### config.mk
export PLATFORM = sky130hd
export DESIGN_NAME = attr_port_regfile
export DESIGN_NICKNAME = d
export VERILOG_FILES = /design/src/rtl/attr_port_pkg.sv /design/src/rtl/ap_phase_ctl.sv /design/src/rtl/ap_index_reg.sv /design/src/rtl/ap_reg_bank.sv /design/src/rtl/ap_read_mux.sv /design/src/rtl/attr_port_regfile.sv
export SDC_FILE = /design/constraint.sdc
export NUM_CORES = 1
export LEC_CHECK = 0
export BUFFER_PORTS_ARGS = -buffer_cell sky130_fd_sc_hd__buf_2
export CAP_MARGIN = 10
export CORE_ASPECT_RATIO = 2
export CORE_MARGIN = 10
export CORE_UTILIZATION = 50
export CTS_BUF_LIST = sky130_fd_sc_hd__clkbuf_16
export DETAILED_ROUTE_END_ITERATION = 8
export GPL_ROUTABILITY_DRIVEN = 0
export PLACE_DENSITY = 0.74
export SYNTH_ARGS = -nofsm -noshare
export SYNTH_HDL_FRONTEND = slang
export SYNTH_SLANG_ARGS = --single-unit
### constraint.sdc
create_clock -name clk -period 2.99 [get_ports clk]
set_input_delay 0.1495 -clock clk [delete_from_list [all_inputs] [get_ports clk]]
set_output_delay 0.1495 -clock clk [all_outputs]
set_load 0.02 [all_outputs]
### src/rtl/attr_port_pkg.sv
package attr_port_pkg;

   typedef enum logic {
      PH_INDEX = 1'b0,
      PH_DATA  = 1'b1
   } phase_e;

endpackage

### src/rtl/ap_phase_ctl.sv
module ap_phase_ctl
   import attr_port_pkg::*;
(
   input  logic   clk,
   input  logic   rst_n,
   input  logic   wr_pri,
   input  logic   clr,
   output phase_e phase_q,
   output logic   idx_we,
   output logic   dat_we
);

   // decode against the phase seen at the edge; clear acts after the write
   always_comb begin
      idx_we = wr_pri && (phase_q == PH_INDEX);
      dat_we = wr_pri && (phase_q == PH_DATA);
   end

   always_ff @(posedge clk) begin
      if (!rst_n) begin
         phase_q <= PH_INDEX;
      end else if (clr) begin
         phase_q <= PH_INDEX;
      end else if (wr_pri) begin
         phase_q <= (phase_q == PH_INDEX) ? PH_DATA : PH_INDEX;
      end
   end

endmodule

### src/rtl/ap_index_reg.sv
module ap_index_reg #(
   parameter int IDX_W = 5
) (
   input  logic           clk,
   input  logic           rst_n,
   input  logic           we,
   input  logic [IDX_W:0] wdata,
   output logic [IDX_W:0] idx_q
);

   always_ff @(posedge clk) begin
      if (!rst_n) begin
         idx_q <= '0;
      end else if (we) begin
         idx_q <= wdata;
      end
   end

endmodule

### src/rtl/ap_reg_bank.sv
module ap_reg_bank #(
   parameter int DATA_W = 8,
   parameter int IDX_W  = 5
) (
   input  logic                             clk,
   input  logic                             rst_n,
   input  logic                             we,
   input  logic [IDX_W-1:0]                 sel,
   input  logic [DATA_W-1:0]                wdata,
   output logic [(DATA_W<<IDX_W)-1:0]       flat
);

   localparam int NREG = 1 << IDX_W;

   for (genvar k = 0; k < NREG; k++) begin : g_reg
      logic              hit;
      logic [DATA_W-1:0] q;

      assign hit = we && (sel == IDX_W'(k));

      always_ff @(posedge clk) begin
         if (!rst_n) begin
            q <= '0;
         end else if (hit) begin
            q <= wdata;
         end
      end

      assign flat[k*DATA_W +: DATA_W] = q;
   end

endmodule

### src/rtl/ap_read_mux.sv
module ap_read_mux #(
   parameter int DATA_W   = 8,
   parameter int IDX_W    = 5,
   parameter bit READ_REG = 1'b1
) (
   input  logic                        clk,
   input  logic                        rst_n,
   input  logic                        rd,
   input  logic                        sel,
   input  logic [IDX_W:0]              idx,
   input  logic [(DATA_W<<IDX_W)-1:0]  flat,
   output logic [DATA_W-1:0]           rdata
);

   logic [DATA_W-1:0] idx_ext;
   logic [DATA_W-1:0] reg_word;
   logic [DATA_W-1:0] mux_out;

   always_comb begin
      idx_ext            = '0;
      idx_ext[IDX_W:0]   = idx;
      reg_word           = flat[idx[IDX_W-1:0]*DATA_W +: DATA_W];
      mux_out            = sel ? reg_word : idx_ext;
   end

   if (READ_REG) begin : g_reg_rd
      always_ff @(posedge clk) begin
         if (!rst_n) begin
            rdata <= '0;
         end else if (rd) begin
            rdata <= mux_out;
         end
      end
   end else begin : g_comb_rd
      assign rdata = mux_out;
   end

endmodule

### src/rtl/attr_port_regfile.sv
module attr_port_regfile
   import attr_port_pkg::*;
#(
   parameter int DATA_W   = 8,
   parameter int IDX_W    = 5,
   parameter bit READ_REG = 1'b1
) (
   input  logic                        clk,
   input  logic                        rst_n,
   input  logic                        cpu_sel,
   input  logic                        cpu_wr,
   input  logic                        cpu_rd,
   input  logic [DATA_W-1:0]           cpu_wdata,
   output logic [DATA_W-1:0]           cpu_rdata,
   input  logic                        phase_clr,
   output logic [(DATA_W<<IDX_W)-1:0]  attr_flat
);

   localparam int NREG = 1 << IDX_W;

   if (DATA_W < IDX_W + 1) begin : g_bad_width
      $error("attr_port_regfile: DATA_W must hold the index plus its spare bit");
   end
   if (NREG < 2) begin : g_bad_depth
      $error("attr_port_regfile: IDX_W must be at least 1");
   end

   phase_e         phase_q;
   logic           idx_we;
   logic           dat_we;
   logic [IDX_W:0] idx_q;
   logic           wr_pri;

   assign wr_pri = cpu_wr && !cpu_sel;

   ap_phase_ctl u_phase (
      .clk     (clk),
      .rst_n   (rst_n),
      .wr_pri  (wr_pri),
      .clr     (phase_clr),
      .phase_q (phase_q),
      .idx_we  (idx_we),
      .dat_we  (dat_we)
   );

   ap_index_reg #(.IDX_W(IDX_W)) u_index (
      .clk   (clk),
      .rst_n (rst_n),
      .we    (idx_we),
      .wdata (cpu_wdata[IDX_W:0]),
      .idx_q (idx_q)
   );

   ap_reg_bank #(.DATA_W(DATA_W), .IDX_W(IDX_W)) u_bank (
      .clk   (clk),
      .rst_n (rst_n),
      .we    (dat_we),
      .sel   (idx_q[IDX_W-1:0]),
      .wdata (cpu_wdata),
      .flat  (attr_flat)
   );

   ap_read_mux #(.DATA_W(DATA_W), .IDX_W(IDX_W), .READ_REG(READ_REG)) u_rd (
      .clk   (clk),
      .rst_n (rst_n),
      .rd    (cpu_rd),
      .sel   (cpu_sel),
      .idx   (idx_q),
      .flat  (attr_flat),
      .rdata (cpu_rdata)
   );

endmodule

# Word level (Yosys, flattened, before mapping)
# Index checks and enable logic that the tools add are counted.
[totals]
ff_bits = 271
latch_bits = 0
mem_bits_rw = 0
mem_bits_ro = 0
output_inout_bits = 264
word_cells = 109
memories = 0
[classes]
addsub = 0
mul = 0
n_div = 0
magnitude_cmp = 0
n_eq_ne = 31
shifts = 1
muxes = 2
n_bitwise = 2
n_reduce_logical = 38
[op_table]
columns = ["operator", "count"]
rows = [
  ["256-bit by 9-bit indexed part select with 8-bit output", 1],
  ["5-bit == test, second input constant", 16],
  ["5-bit by 4-bit == test with 1-bit output, second input constant", 8],
  ["1-bit logical AND", 35],
  ["5-bit by 3-bit == test with 1-bit output, second input constant", 4],
  ["5-bit by 2-bit == test with 1-bit output, second input constant", 2],
  ["8-bit two-way mux", 1],
  ["5-bit by 1-bit == test with 1-bit output, second input constant", 1],
  ["5-bit zero test", 1],
  ["1-bit NOT", 2],
  ["2-bit OR reduction", 1],
  ["1-bit zero test", 1],
  ["1-bit two-way mux", 1],
]

# Depth between registers and ports, before layout
[logic_depth]
ltp_word = 4
depth_mapped = 9

# Modules after synthesis
# A second synthesis with hierarchy kept.
[hier_totals]
cells_unflattened = 1181
area_unflattened_um2 = 12269.3
[by_module_without_submodules]
columns = ["module", "n_inst", "cells_each", "area_per_inst_um2", "seq_area_each_um2"]
rows = [
  ["ap_reg_bank", 1, 887, 9297.7, 5124.9],
  ["ap_read_mux", 1, 269, 2671.3, 160.2],
  ["ap_index_reg", 1, 19, 229.0, 120.1],
  ["ap_phase_ctl", 1, 5, 57.6, 20.0],
  ["attr_port_regfile", 1, 1, 13.8, 0.0],
]

# Worst setup path after synthesis
# Ideal clock, no wire load.
[synth_timing]
path_type = "register to register"
from = "reg u_index.idx_q[0]"
to = "reg u_rd.rdata[1]"
arrival_ns = 1.697
required_time_ns = 2.875
path_slack_ns = 1.179
path_stages_with_launch = 7
path_buffers = 2
path_cell_list = "dfxtp_1 > buf_4 > buf_4 > mux4_2 > a41oi_1 > nand3_1 > o21a_1"
[synth_via]
elab_chain_cells = 2
[synth_rtl]
columns = ["element", "line_no", "source"]
rows = [
  ["from (decl)", "ap_index_reg.sv:8", "output logic [IDX_W:0] idx_q"],
  ["from (signal assigned)", "ap_index_reg.sv:15", "idx_q <= wdata;"],
  ["256-bit by 9-bit indexed part select with 8-bit output", "ap_read_mux.sv:22", "reg_word = flat[idx[IDX_W-1:0]*DATA_W +: DATA_W];"],
  ["8-bit two-way mux", "ap_read_mux.sv:23", "mux_out = sel ? reg_word : idx_ext;"],
  ["to (signal assigned)", "ap_read_mux.sv:31", "rdata <= mux_out;"],
  ["to (decl)", "ap_read_mux.sv:12", "output logic [DATA_W-1:0] rdata"],
]
# Every way passes these cells.
# A chain may end at the register's enable or synchronous reset.

# Final worst setup path
[layout_timing]
from = "reg u_index.idx_q[1]"
to = "reg u_rd.rdata[3]"
# The elaborated chain is that of the path after synthesis.

==> run_results.csv <==
group,metric,value,unit
outcome,outcome,"complete, no violations",
sta,hold_violations,0,
worst_setup_path,crit_required,3.43,ns
route,dr.pass1.iters,5,
global_route,grt_max_degree,83,
sta,worst_pin_slew,1.02,ns
route,detail_route.wl_per_cell,24.6,um
finish,drive_gt1_share,26.6,%
die,start_util,50.4,%
route,route.detailed.drc,0,
yosys,muxShareOfSynthArea,22.8,%
die,fp.coreArea,25500,um2
finish,syn_to_final_growth,19.0,%
global_route,grt_pass1_wl,69.2,mm
worst_setup_path,cp-start-kind,"flip-flop",
finish,fin_nets,1553,
worst_setup_path,cp.arrival,2.84,ns
worst_setup_path,crit_path_end_kind,"flip-flop",
placed_design,place_hpwl,33.9,mm
sta,timing.final.crit_share,80.3,%
yosys,synth_fp_nets,1336,
finish,final_common_cell,"buf_2",
yosys,synthAdderAreaFrac,0,%
finish,finalInstanceArea,15300,um2
yosys,synth-compound-area-share,10.1,%
yosys,ys.warnings.count,0,
yosys,ys_types,49,
power_and_ir_drop,vdd_drop_max,0.363,mV
global_route,grt_overflow,0,
die,rows,83,
die,die_w,133,um
flow_run,max_cap_viol_count,0,
yosys,synth_xor_area_share,0.0681,%
finish,layout_common_cells,"276 x buf_2, 269 x dfxtp_1, 213 x mux2i_1",
cts,clk_pin_slew,0.07,ns
route,viasPerCell,5.88,
yosys,netlist_instances,1322,
cts,insertion_delay,0.54,ns
cts,ctsHtreeMaxLevel,1,
placed_design,place_area,14400,um2
yosys,synthesis.area,12900,um2
cts,cts_buffers,25,
yosys,synth_top_family_by_area,"multiplexers",
cts,cts_tree,"done",
route,drt_iter0_markers,928,
cts,cts-root-buf,"clkbuf_16",
sta,fin_crit,2.40,ns
route,vias,11100,
global_route,antenna_found_initial,0,
route,routed_wl,46.6,mm
placed_design,portBuffers,277,
die,die-height,247,um
sta,finalSetupViolCount,0,
power_and_ir_drop,p_leak,6.09,nW
cts,cts_sinks,271,
sta,relSlewSlack,31.9,%
sta,drv_slew,0,
finish,utilization,60.0,%
sta,fmax,417,MHz
global_route,grt_pass1_vias,11100,
power_and_ir_drop,p_total,7.60,mW
power_and_ir_drop,p_per_area,496,nW/um2
sta,fin_worst_skew,0.00916,ns
global_route,track_usage,27.0,%
sta,rsz0062_at_grt,"false",
yosys,synthSimpleGateAreaFrac,20.7,%
die,die_area,32900,um2
worst_setup_path,worst-path-max-fanout,45,
finish,diodes,0,
sta,fin_tns_setup,0,ns
yosys,syn_area_per_cell,9.73,um2
yosys,yosysSeqAreaShare,42.2,%
yosys,synth-seq-cells,271,
hold_path,hp-class,"input port to flip-flop",
cts,cts_buffer_depth,3,
worst_setup_path,crit_type,"flip-flop to flip-flop",
die,io_pins,278,
cts,post_cts_buffers,0,
route,drtAntennaViolNets,0,
==> layer usage <==
| metal | share of wire [%] | vias up | global-route usage, % |
|---|---|---|---|
| li1 | - | 5047 | - |
| met1 | 35 | 5366 | 28.2 |
| met2 | 52 | 559 | 47.9 |
| met3 | 6.8 | 166 | 5.06 |
| met4 | 6.7 | 0 | 18.0 |
| met5 | 0 | - | 0 |
==> logic make-up (layout without fill, tap and decap cells) <==
logic type,count (synthesis),after routing
XOR/XNOR,1,1
AO/OA/AOI/OAI,186,186
multiplexers,249,249
buffers and inverters,123,355
AND/OR/NAND/NOR,492,492
flip-flops,271,271
==> through the flow <==
stage / hold WS, ns / setup WS [ns] / std cells
3_5_place_dp: 0.344 / 0.622 / 1851
3_3_place_gp: 0.342 / 0.638 / 1851
4_1_cts: 0.0889 / 0.606 / 1894
6_report: 0.109 / 0.590 / 1894
2_1_floorplan: 0.226 / 1.18 / 1322
5_1_grt: 0.120 / 0.513 / 1894
==> timing repair <==
| action | 4_1_cts | 5_1_grt |
|---|---|---|
| resized for setup | 0 | 0 |
| endpoints found under the hold margin | 1 | 0 |
| hold buffers | 1 | 0 |
==> where the power goes <==
group / switching, mW / internal (mW) / leakage (nW)
registers: 0.0406 / 3.62 / 2.19
logic: 0.289 / 0.160 / 3.47
clock network: 1.43 / 2.06 / 0.431
total: 1.76 / 5.83 / 6.09
==> worst paths after layout <==
| path | slack (ns) | start | to | depth (start not counted) |
|---|---|---|---|---|
| worst max-delay path | 0.59 | u_index.idx_q[1] | u_rd.rdata[3] | 6 |
| worst min-delay path | 0.11 | cpu_rd | u_rd.rdata[3] | 3 |
| worst max register to register | 0.59 | u_index.idx_q[1] | u_rd.rdata[3] | 6 |
| worst min register to register | 0.48 | u_bank.g_reg[17].q[3] | u_bank.g_reg[17].q[3] | 2 |
==> Yosys cell counts (all sizes together) <==
master   instances  share of area (%)
a21boi         112                6.5
a21oi           14               0.54
a221oi           1              0.068
a22o             3               0.20
a22oi           16               0.93
a31oi            7               0.34
a41oi            3               0.20
and2             1              0.049
and3             1              0.049
and4             1              0.068
and4b            1              0.078
buf             46                1.9
clkbuf          75                2.2
dfxtp          271                 42
inv              2              0.058
mux2             1              0.088
mux2i          213                 17
mux4            35                6.1
nand2          154                4.5
nand2b           5               0.24
nand3          124                5.1
nand4            6               0.29
nand4bb          1               0.21
nor2            25                1.4
nor2b          161                7.8
nor3             4               0.32
nor3b            3               0.30
nor4             1              0.049
o2111ai          1              0.068
o211ai           1              0.058
o21a             4               0.23
o21ai           24               0.93
or2              2              0.097
or3              2              0.097
xor2             1              0.068
==> state kept, by name (all words and copies together) (netlist names) <==
signal / count
u_bank.g.q: 256
u_rd.rdata: 8
u_phase.phase_q: 1
u_index.idx_q: 6
==> worst max-delay path: stages, from the launching register on <==
cell,delay [ns]
dfxtp_4,0.83
buf_4,0.38
mux2i_1,0.53
nand2_1,0.12
nand3_1,0.10
nand3_1,0.12
o21a_1,0.19
==> area by class of cell <==
| class | instances | area [um2] |
|---|---|---|
| Clock buffer | 27 | 676 |
| Clock inverter | 15 | 200 |
| Fill cell | 2327 | 10200 |
| Inverter | 2 | 7.51 |
| Multi-Input combinational cell | 928 | 6920 |
| Sequential cell | 271 | 5430 |
| Tap cell | 340 | 425 |
| Timing Repair Buffer | 311 | 1660 |
Note: power is estimated with default switching activity, not from simulation.
